==> src/rtl/ow_pkg.sv <==
package ow_pkg;

    localparam int US_W      = 10;
    localparam int ID_BYTES  = 6;
    localparam int ROM_BYTES = ID_BYTES + 2;
    localparam logic [7:0] ROM_CMD = 8'h33;

    typedef enum logic [1:0] {
        OP_RESET = 2'd0,
        OP_WRITE = 2'd1,
        OP_READ  = 2'd2,
        OP_ROM   = 2'd3
    } ow_op_e;

    typedef enum logic [1:0] {
        SLOT_RST,
        SLOT_W0,
        SLOT_W1,
        SLOT_RD
    } slot_e;

    typedef enum logic [1:0] {
        SQ_IDLE,
        SQ_LAUNCH,
        SQ_WAIT
    } seq_e;

    typedef enum logic [1:0] {
        PH_RST,
        PH_TX,
        PH_RX
    } phase_e;

    // Slot profile in microseconds; a sample time of zero means no sample.
    typedef struct packed {
        logic [US_W-1:0] low_us;
        logic [US_W-1:0] smp_us;
        logic [US_W-1:0] end_us;
    } slot_time_t;

    function automatic slot_time_t slot_timing(slot_e k);
        slot_time_t t;
        case (k)
            SLOT_RST: t = '{low_us: 10'd480, smp_us: 10'd550, end_us: 10'd960};
            SLOT_W0:  t = '{low_us: 10'd60,  smp_us: 10'd0,   end_us: 10'd70};
            SLOT_W1:  t = '{low_us: 10'd6,   smp_us: 10'd0,   end_us: 10'd70};
            default:  t = '{low_us: 10'd6,   smp_us: 10'd15,  end_us: 10'd70};
        endcase
        return t;
    endfunction

endpackage

==> src/rtl/ow_tick.sv <==
module ow_tick #(
    parameter int CLK_PER_US = 250
) (
    input  logic clk,
    input  logic rst,
    input  logic clr,
    output logic tick
);
    localparam int DW = (CLK_PER_US > 1) ? $clog2(CLK_PER_US) : 1;
    localparam logic [DW-1:0] LAST = DW'(CLK_PER_US - 1);

    logic [DW-1:0] cnt;

    always_ff @(posedge clk) begin
        if (rst || clr)       cnt <= '0;
        else if (cnt == LAST) cnt <= '0;
        else                  cnt <= cnt + 1'b1;
    end

    assign tick = !clr && (cnt == LAST);

    generate
        if (CLK_PER_US > 1) begin : g_chk
            // microsecond ticks are isolated single cycles
            p_tick_isolated_r1: assert property (@(posedge clk) disable iff (rst)
                tick |=> !tick);
        end
    endgenerate

endmodule

==> src/rtl/ow_sync.sv <==
module ow_sync (
    input  logic clk,
    input  logic rst,
    input  logic d,
    output logic q
);
    logic s1;

    always_ff @(posedge clk) begin
        if (rst) begin
            s1 <= 1'b1;
            q  <= 1'b1;
        end else begin
            s1 <= d;
            q  <= s1;
        end
    end

endmodule

==> src/rtl/ow_slot.sv <==
module ow_slot
    import ow_pkg::*;
(
    input  logic  clk,
    input  logic  rst,
    input  logic  go,
    input  slot_e kind,
    input  logic  tick,
    input  logic  line_s,
    output logic  active,
    output logic  done,
    output logic  bit_q,
    output logic  drive_low
);
    slot_e           kind_q;
    logic [US_W-1:0] us;
    logic [US_W-1:0] us_nx;
    slot_time_t      t;

    always_comb begin
        t     = slot_timing(kind_q);
        us_nx = us + 1'b1;
    end

    always_ff @(posedge clk) begin
        if (rst) begin
            active <= 1'b0;
            done   <= 1'b0;
            bit_q  <= 1'b1;
            us     <= '0;
            kind_q <= SLOT_RST;
        end else begin
            done <= 1'b0;
            if (go && !active) begin
                active <= 1'b1;
                kind_q <= kind;
                us     <= '0;
            end else if (active && tick) begin
                us <= us_nx;
                if (us_nx == t.smp_us) bit_q <= line_s;
                if (us_nx == t.end_us) begin
                    active <= 1'b0;
                    done   <= 1'b1;
                end
            end
        end
    end

    assign drive_low = active && (us < t.low_us);

    // a completed slot has just left the active state
    p_done_ends_slot_r1: assert property (@(posedge clk) disable iff (rst)
        done |-> (!active && $past(active)));

    // the microsecond count never runs past the slot end
    p_us_bound_r5: assert property (@(posedge clk) disable iff (rst)
        active |-> (us < t.end_us));

endmodule

==> src/rtl/ow_master.sv <==
module ow_master
    import ow_pkg::*;
#(
    parameter int CLK_PER_US = 250
) (
    input  logic        clk,
    input  logic        rst,
    input  logic        start_i,
    input  logic [1:0]  op_i,
    input  logic [7:0]  wdata_i,
    input  logic        line_i,
    output logic        drive_low_o,
    output logic        busy_o,
    output logic        done_o,
    output logic        present_o,
    output logic [7:0]  rdata_o,
    output logic [47:0] serial_o,
    output logic [7:0]  crc_o
);
    localparam int BN_W = $clog2(ROM_BYTES) + 1;

    seq_e            sq;
    phase_e          ph;
    ow_op_e          op_q;
    logic [7:0]      sh;
    logic [7:0]      rx_nx;
    logic [2:0]      bit_n;
    logic [BN_W-1:0] byte_n;

    logic  line_s, tick, slot_go, slot_active, slot_done, slot_bit;
    slot_e slot_kind;

    ow_sync u_sync (.clk(clk), .rst(rst), .d(line_i), .q(line_s));

    ow_tick #(.CLK_PER_US(CLK_PER_US)) u_tick (
        .clk(clk), .rst(rst), .clr(slot_go), .tick(tick));

    ow_slot u_slot (
        .clk(clk), .rst(rst), .go(slot_go), .kind(slot_kind), .tick(tick),
        .line_s(line_s), .active(slot_active), .done(slot_done),
        .bit_q(slot_bit), .drive_low(drive_low_o));

    always_comb begin
        slot_go = (sq == SQ_LAUNCH);
        case (ph)
            PH_RST:  slot_kind = SLOT_RST;
            PH_TX:   slot_kind = sh[0] ? SLOT_W1 : SLOT_W0;
            default: slot_kind = SLOT_RD;
        endcase
        rx_nx  = {slot_bit, sh[7:1]};
        busy_o = (sq != SQ_IDLE);
    end

    always_ff @(posedge clk) begin
        if (rst) begin
            sq        <= SQ_IDLE;
            ph        <= PH_RST;
            op_q      <= OP_RESET;
            sh        <= '0;
            bit_n     <= '0;
            byte_n    <= '0;
            done_o    <= 1'b0;
            present_o <= 1'b0;
            rdata_o   <= '0;
            serial_o  <= '0;
            crc_o     <= '0;
        end else begin
            done_o <= 1'b0;
            case (sq)
                SQ_IDLE: if (start_i) begin
                    op_q   <= ow_op_e'(op_i);
                    bit_n  <= '0;
                    byte_n <= '0;
                    sq     <= SQ_LAUNCH;
                    case (ow_op_e'(op_i))
                        OP_WRITE: begin ph <= PH_TX; sh <= wdata_i; end
                        OP_READ:  begin ph <= PH_RX; sh <= '0;      end
                        default:  ph <= PH_RST;
                    endcase
                end
                SQ_LAUNCH: sq <= SQ_WAIT;
                default: if (slot_done) begin
                    sq <= SQ_LAUNCH;
                    case (ph)
                        PH_RST: begin
                            present_o <= !slot_bit;
                            if (op_q == OP_RESET) begin
                                sq     <= SQ_IDLE;
                                done_o <= 1'b1;
                            end else begin
                                ph    <= PH_TX;
                                sh    <= ROM_CMD;
                                bit_n <= '0;
                            end
                        end
                        PH_TX: begin
                            sh    <= {1'b0, sh[7:1]};
                            bit_n <= bit_n + 1'b1;
                            if (bit_n == 3'd7) begin
                                if (op_q == OP_WRITE) begin
                                    sq     <= SQ_IDLE;
                                    done_o <= 1'b1;
                                end else begin
                                    ph     <= PH_RX;
                                    byte_n <= '0;
                                end
                            end
                        end
                        default: begin
                            sh    <= rx_nx;
                            bit_n <= bit_n + 1'b1;
                            if (bit_n == 3'd7) begin
                                if (op_q == OP_READ) begin
                                    rdata_o <= rx_nx;
                                    sq      <= SQ_IDLE;
                                    done_o  <= 1'b1;
                                end else begin
                                    for (int i = 0; i < ID_BYTES; i++)
                                        if (byte_n == BN_W'(i + 1))
                                            serial_o[i*8 +: 8] <= rx_nx;
                                    if (byte_n == BN_W'(ROM_BYTES - 1)) begin
                                        crc_o  <= rx_nx;
                                        sq     <= SQ_IDLE;
                                        done_o <= 1'b1;
                                    end else begin
                                        byte_n <= byte_n + 1'b1;
                                    end
                                end
                            end
                        end
                    endcase
                end
            endcase
        end
    end

    // completion pulse lasts one cycle
    p_done_single_r9: assert property (@(posedge clk) disable iff (rst)
        done_o |=> !done_o);

    // busy is already clear when done is shown
    p_done_not_busy_r9: assert property (@(posedge clk) disable iff (rst)
        done_o |-> !busy_o);

    // a strobe during an operation leaves the latched operation alone
    p_start_ignored_r8: assert property (@(posedge clk) disable iff (rst)
        (busy_o && start_i) |=> $stable(op_q));

    // the line is only pulled during an operation
    p_drive_in_op_r10: assert property (@(posedge clk) disable iff (rst)
        drive_low_o |-> busy_o);

    // a slot is only in flight while the sequencer is busy
    p_slot_in_op_r10: assert property (@(posedge clk) disable iff (rst)
        slot_active |-> busy_o);

endmodule

==> config.mk <==
export PLATFORM = sky130hd
export DESIGN_NAME = ow_master
export DESIGN_NICKNAME = d
export VERILOG_FILES = /design/src/rtl/ow_pkg.sv /design/src/rtl/ow_tick.sv /design/src/rtl/ow_sync.sv /design/src/rtl/ow_slot.sv /design/src/rtl/ow_master.sv
export SDC_FILE = /design/constraint.sdc
export NUM_CORES = 1
export LEC_CHECK = 0
export BUFFER_PORTS_ARGS = -buffer_cell sky130_fd_sc_hd__buf_2
export CORE_UTILIZATION = 30
export DETAILED_ROUTE_END_ITERATION = 8
export HOLD_SLACK_MARGIN = 0.1
export MAX_ROUTING_LAYER = met4
export PLACE_DENSITY = 0.54
export SKIP_CTS_REPAIR_TIMING = 1
export SKIP_LAST_GASP = 1
export SYNTH_ARGS = -nofsm -noshare
export SYNTH_HDL_FRONTEND = slang
export SYNTH_SLANG_ARGS = --single-unit
export TNS_END_PERCENT = 1
==> constraint.sdc <==
create_clock -name clk -period 2.55 [get_ports clk]
set_input_delay 0.51 -clock clk [delete_from_list [all_inputs] [get_ports clk]]
set_output_delay 0.51 -clock clk [all_outputs]
set_load 0.03 [all_outputs]
==> run metrics <==
Yosys top cell area share 43.76%; CTS Buffer Depth 2; power after layout 3.517 mW; via count 4369; CTS Sinks 112; critical path arrival 2.08 ns; CP delay by family, top compound AO/OA/AOI/OAI gates; status complete, but fails checks; wire per inst 14.57 microns; Worst VDD drop 0.2911 mV; setup TNS -0.04471 ns; Worst Tran Pin Value 0.7775 ns; Sw Share 26.05%; Die X 132.7 microns; Combinational Power Share 8.0%; routability congestion estimate from global placement 0.8177; sequential group share of total power 52.4%; largest net degree at the start of global routing 91; Area contributors post-synth dfxtp_1 44%, mux2i_1 6.8%, nor2_1 6.2%, ha_1 5.1%, a21oi_1 5.0%; DRT antenna net count 0; nets 705; syn_nets 640; vias in the first global route 4069; area delta synth->final 19.44%; H-tree Lvls 3; Mapped Cells 605; commonest non-fill, non-tap cell in the layout dfxtp_1; fin util 36.77%; worst rel slew slack 47.82%; TritonCTS clock tree yes; Non-Filler Instances 899; Synth Area per Inst 8.469 sq um; Skew-Pair Late Insertion Delay 0.35 ns; synthesized area 5124 sq um; Tcrit/Tclk final 101.8%; die area 17610 sq um; Yosys Warn Count 0; layout cells sized above 1 20.30%; CTS clock-pin slew for the worst setup and hold paths 0.07 ns; Synth cell types 53; Crit Path Class register to output pin; global route overflow 0; critical path buffer and inverter count 2; CP max FO 5; CP max-delay cell dfxtp_4; Pint 2.601 mW; crit path launch type register; Post-synth EDFFs 0; Vias per Instance 4.860; Post-synth ARST share 0%; final setup violation count 1; Layout fillers 1703; first-pass GRT wire length 21.18 mm; Ports 82; hold slack 0.3543 ns; commonest cells after routing, fill and taps aside 110 x dfxtp_1, 85 x nor2_1, 80 x buf_2; HP Class input pin to register; Total Wirelength 13.10 mm; die height 132.7 microns; P_leak 2.503 nW; FMAX 0.3854 GHz; CP Capture Type output pin; GRT Util Overall 15.64%; CP max stage delay 0.38 ns; critical-path cell list buf_6, ha_4, o21bai_1, ha_1, a21oi_1, o21ai_1, a21o_1, a31oi_1, buf_4; failing checks negative setup slack; Top FF cell, synth dfxtp_1; area of placed instances 5728 sq um; I/O Buffers 81; final worst path period need 2.595 ns; initial antenna violation count 4; DR pass1 iterations 6; Pwr Density 574.7 nW/um^2; Max Cap Viol 0; flop2flop setup slack 0.19 ns; # DRC 0; Clock Tree Root clkbuf_16; Sw Pwr 0.9163 mW; Req. time, crit path 2.04 ns; final max-slew violation count 0; Clock Skews 0.008713 ns; pre-CTS WS 0.02484 ns; Final Hold Fails 0; post-route cell area 6120 sq um; unrepaired setup endpoints after global routing true; number of cell rows 47; Final WS setup -0.04471 ns; Num CTS Buffers 9; dpl cells 877; Clk pwr share 39.6%; Placeable Area 16640 sq um; Final HPWL DP 9.203 mm; Initial Utilization 30.79%; Seq/Total Area, Yosys 43.76%; post-synthesis register bit count 112; Initial DRC Count 273; area leader, netlist dfxtp_1
==> synthesized netlist by cell type, drive strengths merged (9+ instances only) <==
| cell | count |
|---|---|
| clkbuf | 28 |
| nand2 | 70 |
| a21oi | 51 |
| buf | 13 |
| nor2 | 86 |
| xnor2 | 14 |
| inv | 14 |
| mux2i | 35 |
| o21ai | 17 |
| xor2 | 9 |
| nor3 | 10 |
| a211oi | 9 |
| dfxtp | 112 |
| ha | 21 |
| nand3 | 48 |
==> registers in the layout, indices dropped and copies added, names as in the netlist, 3 cells and up <==
name and cells:
crc_o 8, rdata_o 8, u_slot.us 10, bit_n 3
serial_o 48, u_tick.cnt 8, byte_n 4, sh 8
==> worst paths after layout <==
path | from | end | cells after the start
max reg2reg | u_slot.us[1]$_SDFFE_PP0P_ | u_slot.bit_q$_SDFFE_PP1P_ | 7
max | u_slot.kind_q[0]$_SDFFE_PP0P_ | drive_low_o | 9
min | line_i | u_sync.s1$_SDFF_PP1_ | 2
min reg2reg | u_sync.s1$_SDFF_PP1_ | u_sync.q$_SDFF_PP1_ | 1
==> cell families (layout without fill, tap and decap cells) <==
logic type	Yosys count	count (layout)	share of synthesized area, %
fa+ha+maj	21	21	5.128
simple gates	250	250	22.66
other cells	0	4	0
mux	36	36	7.057
compound gates	108	108	12.94
xor+xnor	23	23	3.932
flops	112	112	43.76
buf+inv	55	125	4.518
==> final cells by class <==
| cell class | count | area [sq um] | area share [%] |
|---|---|---|---|
| sequential | 112 | 2250 | 36.76 |
| timing repair buffer | 95 | 529.3 | 8.649 |
| tap | 220 | 275.3 | 4.498 |
| clock buffer | 11 | 242.7 | 3.966 |
| multi-input combinational | 438 | 2709 | 44.27 |
| inverter | 14 | 57.56 | 0.9405 |
| antenna | 4 | 10.01 | 0.1636 |
| clock inverter | 5 | 46.29 | 0.7565 |
==> per-layer routing <==
layer	vias up	track usage [%]	share of wire [%]
met5	-	-	0
met4	0	6.897	2.1
met3	18	3.793	5.8
met2	114	21.84	43
met1	2019	21.20	49
li1	2218	-	-
==> worst register-to-register path: stages (launching register included) <==
cell     delay (ns)
dfxtp_1        0.54
ha_1           0.44
xor2_1         0.25
nor3b_1        0.23
a31oi_1        0.07
o32a_1         0.18
nor4_1         0.37
mux2i_1        0.21
==> power groups by stage <==
| stage | sequential, mW | clock [mW] | combinational, mW |
|---|---|---|---|
| global route | 1.85 | 1.51 | 0.315 |
| global placement | 1.88 | 0 | 0.255 |
| detailed placement | 1.88 | 0 | 0.260 |
| finish | 1.84 | 1.39 | 0.280 |
| CTS | 1.84 | 1.44 | 0.262 |
| floorplan | 1.83 | 0 | 0.210 |
No activity file was read; power rests on OpenSTA's default activity.
